[config.mk]
export PLATFORM = sky130hd
export DESIGN_NAME = rop_read_out
export DESIGN_NICKNAME = d
export VERILOG_FILES = /design/src/rtl/rop_pkg.sv /design/src/rtl/rop_cmd_pipe.sv /design/src/rtl/rop_drive_ctl.sv /design/src/rtl/rop_data_path.sv /design/src/rtl/rop_read_out.sv
export SDC_FILE = /design/constraint.sdc
export NUM_CORES = 1
export LEC_CHECK = 0
export CAP_MARGIN = 40
export CORE_MARGIN = 3
export CORE_UTILIZATION = 57
export CTS_BUF_LIST = sky130_fd_sc_hd__clkbuf_4 sky130_fd_sc_hd__clkbuf_8 sky130_fd_sc_hd__clkbuf_16
export CTS_CLUSTER_DIAMETER = 200
export DETAILED_ROUTE_END_ITERATION = 7
export DONT_BUFFER_PORTS = 1
export PLACE_DENSITY = 0.83
export SLEW_MARGIN = 20
export SYNTH_ARGS = -nofsm -noshare
export SYNTH_HDL_FRONTEND = slang
export SYNTH_HIERARCHICAL = 1
export SYNTH_SLANG_ARGS = --single-unit
[constraint.sdc]
create_clock -name clk -period 1.5 [get_ports clk]
set_input_delay 0.225 -clock clk [delete_from_list [all_inputs] [get_ports clk]]
set_output_delay 0.225 -clock clk [all_outputs]
set_load 0.02 [all_outputs]
[src/rtl/rop_pkg.sv]
package rop_pkg;

  typedef enum logic [1:0] {
    CMD_DESEL = 2'b00,
    CMD_READ  = 2'b01,
    CMD_WRITE = 2'b10,
    CMD_SPARE = 2'b11
  } rop_cmd_e;

  // The spare code is folded into a deselect at the capture point.
  function automatic rop_cmd_e rop_norm(input logic [1:0] raw);
    rop_cmd_e c;
    c = rop_cmd_e'(raw);
    if (c == CMD_SPARE) c = CMD_DESEL;
    return c;
  endfunction

endpackage

[src/rtl/rop_cmd_pipe.sv]
module rop_cmd_pipe
  import rop_pkg::*;
#(
  parameter int STAGES = 2
) (
  input  logic     clk,
  input  logic     rst_n,
  input  logic [1:0] cmd_i,
  output rop_cmd_e s1_o,
  output rop_cmd_e s2_o
);

  logic [STAGES-1:0][1:0] stg_q;

  for (genvar g = 0; g < STAGES; g++) begin : g_stage
    if (g == 0) begin : g_head
      always_ff @(posedge clk or negedge rst_n) begin
        if (!rst_n) stg_q[g] <= CMD_DESEL;
        else        stg_q[g] <= rop_norm(cmd_i);
      end
    end else begin : g_tail
      always_ff @(posedge clk or negedge rst_n) begin
        if (!rst_n) stg_q[g] <= CMD_DESEL;
        else        stg_q[g] <= stg_q[g-1];
      end
    end
  end

  assign s1_o = rop_cmd_e'(stg_q[0]);
  assign s2_o = rop_cmd_e'(stg_q[1]);

endmodule

[src/rtl/rop_drive_ctl.sv]
module rop_drive_ctl
  import rop_pkg::*;
(
  input  logic     clk,
  input  logic     rst_n,
  input  logic     dcd_sel,
  input  rop_cmd_e s1_i,
  input  rop_cmd_e s2_i,
  output logic     drv_ft_o,
  output logic     drv_pl_o
);

  logic rd_now;
  logic hold_now;
  logic drv_pl_q;

  // Drive state when the output stage sits right after the capture register.
  always_comb begin
    rd_now   = (s1_i == CMD_READ);
    hold_now = dcd_sel && (s1_i == CMD_DESEL) && (s2_i == CMD_READ);
    drv_ft_o = rd_now || hold_now;
  end

  // Pipelined mode sees the same decision one edge later.
  always_ff @(posedge clk or negedge rst_n) begin
    if (!rst_n) drv_pl_q <= 1'b0;
    else        drv_pl_q <= drv_ft_o;
  end

  assign drv_pl_o = drv_pl_q;

  // a write in the early stage forbids the flow-through drive state
  a_r6_write_blocks_drive: assert property (@(posedge clk) disable iff (!rst_n)
    (s1_i == CMD_WRITE) |-> !drv_ft_o);

endmodule

[src/rtl/rop_data_path.sv]
module rop_data_path #(
  parameter int DATA_W = 36
) (
  input  logic              clk,
  input  logic              rst_n,
  input  logic              rd_live,
  input  logic [DATA_W-1:0] rd_word,
  output logic [DATA_W-1:0] ft_data_o,
  output logic [DATA_W-1:0] pl_data_o
);

  logic [DATA_W-1:0] hold_q;
  logic [DATA_W-1:0] pl_q;

  // The last array word is kept so a dual-cycle hold can repeat it.
  always_ff @(posedge clk or negedge rst_n) begin
    if (!rst_n)       hold_q <= '0;
    else if (rd_live) hold_q <= rd_word;
  end

  assign ft_data_o = rd_live ? rd_word : hold_q;

  // Output register used in pipelined mode.
  always_ff @(posedge clk or negedge rst_n) begin
    if (!rst_n) pl_q <= '0;
    else        pl_q <= ft_data_o;
  end

  assign pl_data_o = pl_q;

endmodule

[src/rtl/rop_read_out.sv]
module rop_read_out
  import rop_pkg::*;
#(
  parameter int DATA_W = 36
) (
  input  logic              clk,
  input  logic              rst_n,
  input  logic              pipe_sel,
  input  logic              dcd_sel,
  input  logic              oe_i,
  input  logic [1:0]        cmd_i,
  input  logic [DATA_W-1:0] rd_word,
  output logic [DATA_W-1:0] dq_o,
  output logic              dq_en
);

  rop_cmd_e          s1;
  rop_cmd_e          s2;
  logic              drv_ft;
  logic              drv_pl;
  logic [DATA_W-1:0] ft_data;
  logic [DATA_W-1:0] pl_data;
  logic              drive_sync;
  logic [DATA_W-1:0] data_sel;

  rop_cmd_pipe #(.STAGES(2)) u_cmd (
    .clk   (clk),
    .rst_n (rst_n),
    .cmd_i (cmd_i),
    .s1_o  (s1),
    .s2_o  (s2)
  );

  rop_drive_ctl u_drv (
    .clk      (clk),
    .rst_n    (rst_n),
    .dcd_sel  (dcd_sel),
    .s1_i     (s1),
    .s2_i     (s2),
    .drv_ft_o (drv_ft),
    .drv_pl_o (drv_pl)
  );

  rop_data_path #(.DATA_W(DATA_W)) u_data (
    .clk       (clk),
    .rst_n     (rst_n),
    .rd_live   (s1 == CMD_READ),
    .rd_word   (rd_word),
    .ft_data_o (ft_data),
    .pl_data_o (pl_data)
  );

  always_comb begin
    drive_sync = pipe_sel ? drv_pl  : drv_ft;
    data_sel   = pipe_sel ? pl_data : ft_data;
    dq_en      = drive_sync & oe_i;
    dq_o       = dq_en ? data_sel : '0;
  end

  // flow-through read drives in the next cycle, carrying the live word
  a_r3_ft_read_drives: assert property (@(posedge clk) disable iff (!rst_n)
    (!pipe_sel && cmd_i == CMD_READ) |=> (dq_en == oe_i));
  a_r3_ft_read_data: assert property (@(posedge clk) disable iff (!rst_n)
    (!pipe_sel && cmd_i == CMD_READ) |=> (!dq_en || dq_o == rd_word));
  // pipelined read drives one cycle later
  a_r4_pl_read_drives: assert property (@(posedge clk) disable iff (!rst_n)
    (pipe_sel && cmd_i == CMD_READ) |=> ##1 (dq_en == oe_i));
  // a write never drives the bus
  a_r6_ft_write_quiet: assert property (@(posedge clk) disable iff (!rst_n)
    (!pipe_sel && cmd_i == CMD_WRITE) |=> !dq_en);
  a_r6_pl_write_quiet: assert property (@(posedge clk) disable iff (!rst_n)
    (pipe_sel && cmd_i == CMD_WRITE) |=> ##1 !dq_en);
  // single-cycle deselect in flow-through turns the bus off at once
  a_r7_scd_off: assert property (@(posedge clk) disable iff (!rst_n)
    (!pipe_sel && !dcd_sel && cmd_i == CMD_DESEL) |=> !dq_en);

endmodule

-- After elaboration in Yosys (flattened, before gate mapping)
Cells that the tools add are included.
- register bits after elaboration: 41
- input bits: 43
- output and inout port bits: 37
- logic and storage cells: 17
- equal/unequal tests: 3
- mux-type cells: 5
- bitwise operators: 1
- reduce and logical (&&, ||, !) cells: 4
- operators by type and width (cell ; number):
    $mux 36 ; 3
    $eq 2x1->1 const B ; 2
    $eq 2x2->1 const B ; 1
    $logic_and 1x1->1 ; 2
    $logic_not 2->1 ; 1
    $mux 2 ; 1
    $and 1x1->1 ; 1
    $logic_or 1x1->1 ; 1
    $mux 1 ; 1

-- Depth between registers and ports, before layout
- depth in word-level cells: 7
- mapped depth: 6
- depth with buffers taken out: 4

-- By module
The synthesis kept the hierarchy.
- modules (own cells, without submodules) (module ; instances ; cells an instance ; area an instance (µm²) ; sequential area each (µm²)):
    rop_data_path ; 1 ; 76 ; 1490.2 ; 900.9
    rop_read_out ; 1 ; 127 ; 893.4 ; 0.0
    rop_cmd_pipe ; 1 ; 6 ; 115.1 ; 100.1
    rop_drive_ctl ; 1 ; 4 ; 41.3 ; 25.0

-- Worst setup path after synthesis
No wires, ideal clock.
- kind: register to output
- from: register u_cmd.stg_q, in the netlist u_cmd/s2_o[1]
- to: output port dq_en
- arrival time: 1.462 ns
- data required time: 1.275 ns
- path slack: -0.187 ns
- stages on the path, launching flop included: 6
- buffers on the path: 1
- cell sequence: dfrtp_1 nand3b_1 a21oi_1 nand2b_4 buf_6 a21boi_0
- word-level cells in the longest chain between the ends: 5
- RTL lines (what ; line ; text):
    start: declaration ; rop_cmd_pipe.sv:13 ; logic [STAGES-1:0][1:0] stg_q;
    start signal: indexed assignment ; rop_cmd_pipe.sv:24 ; else stg_q[g] <= stg_q[g-1];
    $eq 2x1->1 ; rop_drive_ctl.sv:20 ; hold_now = dcd_sel && (s1_i == CMD_DESEL) && (s2_i == CMD_READ);
    $logic_and 1x1->1 ; rop_drive_ctl.sv:20 ;
    $logic_or 1x1->1 ; rop_drive_ctl.sv:21 ; drv_ft_o = rd_now || hold_now;
    net drv_ft ; rop_read_out.sv:19 ; logic drv_ft;
    $mux 1 ; rop_read_out.sv:54 ; drive_sync = pipe_sel ? drv_pl : drv_ft;
    $and 1x1->1 ; rop_read_out.sv:56 ; dq_en = drive_sync & oe_i;
    end: declaration ; rop_read_out.sv:14 ; output logic dq_en
The timed path passes the listed nets, and every way through them passes these cells.

-- Worst setup path after layout
- from: register u_cmd.stg_q, in the netlist u_cmd/s1_o[1]
- to: output port dq_o[33]
- elaborated cells between the ends (all ways): 10
- those cells by class: eq/ne: 1; mux: 4; bitwise: 1; reduce/logical: 4
- RTL lines (what ; line ; text):
    start signal: indexed assignment ; rop_cmd_pipe.sv:19 ; else stg_q[g] <= rop_norm(cmd_i);
    $eq 2x1->1 ; rop_read_out.sv:47 ; .rd_live (s1 == CMD_READ),
    $mux 36 ; -- ;
    net ft_data[33] ; rop_read_out.sv:21 ; logic [DATA_W-1:0] ft_data;
    $mux 36 ; rop_read_out.sv:55 ; data_sel = pipe_sel ? pl_data : ft_data;
    $mux 36 ; rop_read_out.sv:57 ; dq_o = dq_en ? data_sel : '0;
    end: declaration ; rop_read_out.sv:13 ; output logic [DATA_W-1:0] dq_o,
The timed path passes the listed nets, and every way through them passes these cells.

==> impl_metrics.toml <==
[final_layout]
layout.nets = 268
final_layout_size_suffix_gt1_frac = 0.556
instances_no_fill = 275
n_antenna_cell = 0
layout_common_cells = "nand2_1 (54), dfrtp_1 (41), mux2_4 (30), o22ai_2 (19), o22ai_4 (17)"
area_growth_pct = 20.4
final_common_cell = "nand2_1"

[critical_path]
cp_max_fo = 9
slowest_stage = "dfrtp_1"
path_buf_inv = 2
crit_type = "reg2out"
cp-start-kind = "flop"
cp_num_cells = 6
cp_cell_sequence = "nor2b_4 > buf_12 > buf_12 > mux2_2 > nand2_1 > o22ai_2"
crit_arrival_ns = 1.66
end_kind = "output port"
rr_worst_depth = 4
critPathMostFrequentCell = "buf_12"
path_delay_family = "flip-flops"
required_ns = 1.27
max_stage_delay_ns = 0.41

[yosys]
yosys_warnings = 6
seq_area_frac_synth = 0.404
synth_compound_area_frac = 0.167
synth_area_um2 = 2540
synth_top_family_by_area = "multiplexers"
synthCells = 213
synthAdderAreaFrac = 0
yosysUniqueCellTypes = 17
synth.area.mux_share = 0.204
synth_simple_gate_area_frac = 0.126
syn_nets = 256
avgSynthCellArea_um2 = 11.9
synth_xor_area_frac = 0
synth-seq-cells = 41

[detailed_routing]
num_vias = 1632
ant_nets = 0
via_per_inst = 5.93
drtPass1Iterations = 4
drt_iter0_markers = 88
routed_wl_mm = 5.41
drc_errors = 0
post_drt_wl_per_cell_um = 19.7

[grt]
track_usage = 0.211
grtUsageMet2 = 0.346
overflow = 0
antenna_found_initial = 0
use_met3 = 0.0647
grt_pass1_wl_mm = 8.63
first_global_vias = 1720
grt.busiest_layer = "met2"
grt_max_degree = 74
grtUsageMet1 = 0.268

[floorplanning]
die-area_um2 = 5290
die_w_um = 72.8
ios = 80
coreArea_um2 = 4140
rows = 23
start_util = 0.613
die_y_um = 72.8

[pwr]
power_density_nw_per_um2 = 1000
power_leakage_nw = 1.26
total_power_mw = 3.07
ir_drop_uv = 649

[placed_design]
place.gp.congestion = 0.678
hpwl_mm = 3.33
io_buffer_count = 0
dp_cells = 259

[outcome]
status = "finished with violations"
violations = "negative setup slack"

[clock_tree]
clk_latency_ns = 0.29
h-tree-depth = 2
cts_tree = "done"
cts_buffer_depth = 2
cts_inserted_buffers = 5
cts-root-buf = "clkbuf_8"
clkTransAtPathRegs_ns = 0.07
clock-sinks = 41

[min_path]
min_path_cells = 1
hold_path_class = "in2reg"

[timing]
fmax_mhz = 531
fin_skew_ns = 0.00307
slew-limit-headroom = 0.681
finalSetupViolCount = 37
final-max-slew-violation-count = 0
hold_viol = 0
worst_slack_ns = -0.381
worst_slew_pin_slew_ns = 0.478
finalCriticalPeriod_ns = 1.88
rsz0062_at_grt = "true"
timing.final.crit_share = 1.25

[flow_run]
maxCapViolCount = 0
## sequential cells by signal, indices dropped and copies added, names as in the netlist
name	cells
u_data/hold_q	36
u_cmd/s1_o	2
u_cmd/s2_o	2
u_drv/drv_pl_o	1
## cells by family after synthesis
kind of cell	after synthesis
compound gates	38
simple gates	78
buf+inv	20
flops	41
mux	36
## layout make-up
class	instances	area, um^2
Inverter	1	3.75
Clock buffer	7	90.1
Multi-Input combinational cell	152	1560
Tap cell	50	62.6
Fill cell	275	1090
Timing Repair Buffer	24	315
Sequential cell	41	1030
## metal layers
layer  up-vias  routed length (um)
li1        766                   -
met1       796                2200
met2        59                2710
met3        11                 391
met4         0                 104
met5         -                   0
## synthesized netlist by cell type (all sizes together)
cell,n,share of area
nand2,73,0.11
dfrtp,41,0.40
mux2,36,0.20
o22ai,36,0.16
buf,19,0.098
nor2b,2,0.0049
a21boi,1,0.0030
a21oi,1,0.0020
and2b,1,0.0034
inv,1,0.0015
nand2b,1,0.0054
nand3b,1,0.0030
## power breakdown
group          internal [mW]  switching, mW  total [mW]
clock network          0.383          0.358       0.741
logic                  0.461          0.479       0.939
registers               1.29          0.102        1.39
## worst paths after layout
check                               from           endpoint  slack (ns)
setup / recovery           u_cmd/s1_o[1]           dq_o[33]       -0.38
hold / removal                  cmd_i[0]      u_cmd/s1_o[0]        0.08
setup reg to reg           u_cmd/s1_o[1]  u_data/hold_q[23]        0.21
hold reg to reg            u_cmd/s1_o[0]      u_cmd/s2_o[0]        0.41
max in group asynchronous          rst_n  u_data/hold_q[33]        0.90
min in group asynchronous          rst_n  u_data/hold_q[10]        0.38
## per-stage QoR
stage | utilization | setup TNS [ns] | hold slack [ns] | cell area (um^2) | worst slack, ns
floorplan | - | -0.602 | -0.0706 | 2580 | -0.0182
global placement | 0.625 | -1.46 | -0.0696 | 2590 | -0.0562
detailed placement | 0.625 | -2.30 | -0.0696 | 2590 | -0.0940
CTS | 0.718 | -13.56 | 0.0661 | 2970 | -0.396
global route | 0.738 | -15.71 | 0.0628 | 3060 | -0.460
finish | 0.738 | -13.05 | 0.0805 | 3060 | -0.381
## timing repair
action                                  4_1_cts  5_1_grt
endpoints found under the setup margin       37       37
resized for setup                            49        8
pin swaps                                     2        0
hold buffers                                  3        0
setup buffers                                 1        5
endpoints found under the hold margin        42        0
## worst register-to-register path, delay by kind of cell (launching register included)
family / cells / cell delay (ns)
buffers and inverters: 2 / 0.30
flip-flops: 1 / 0.41
multiplexers: 1 / 0.33
AND/OR/NAND/NOR: 1 / 0.14
No activity file was read; power rests on OpenSTA's default activity.
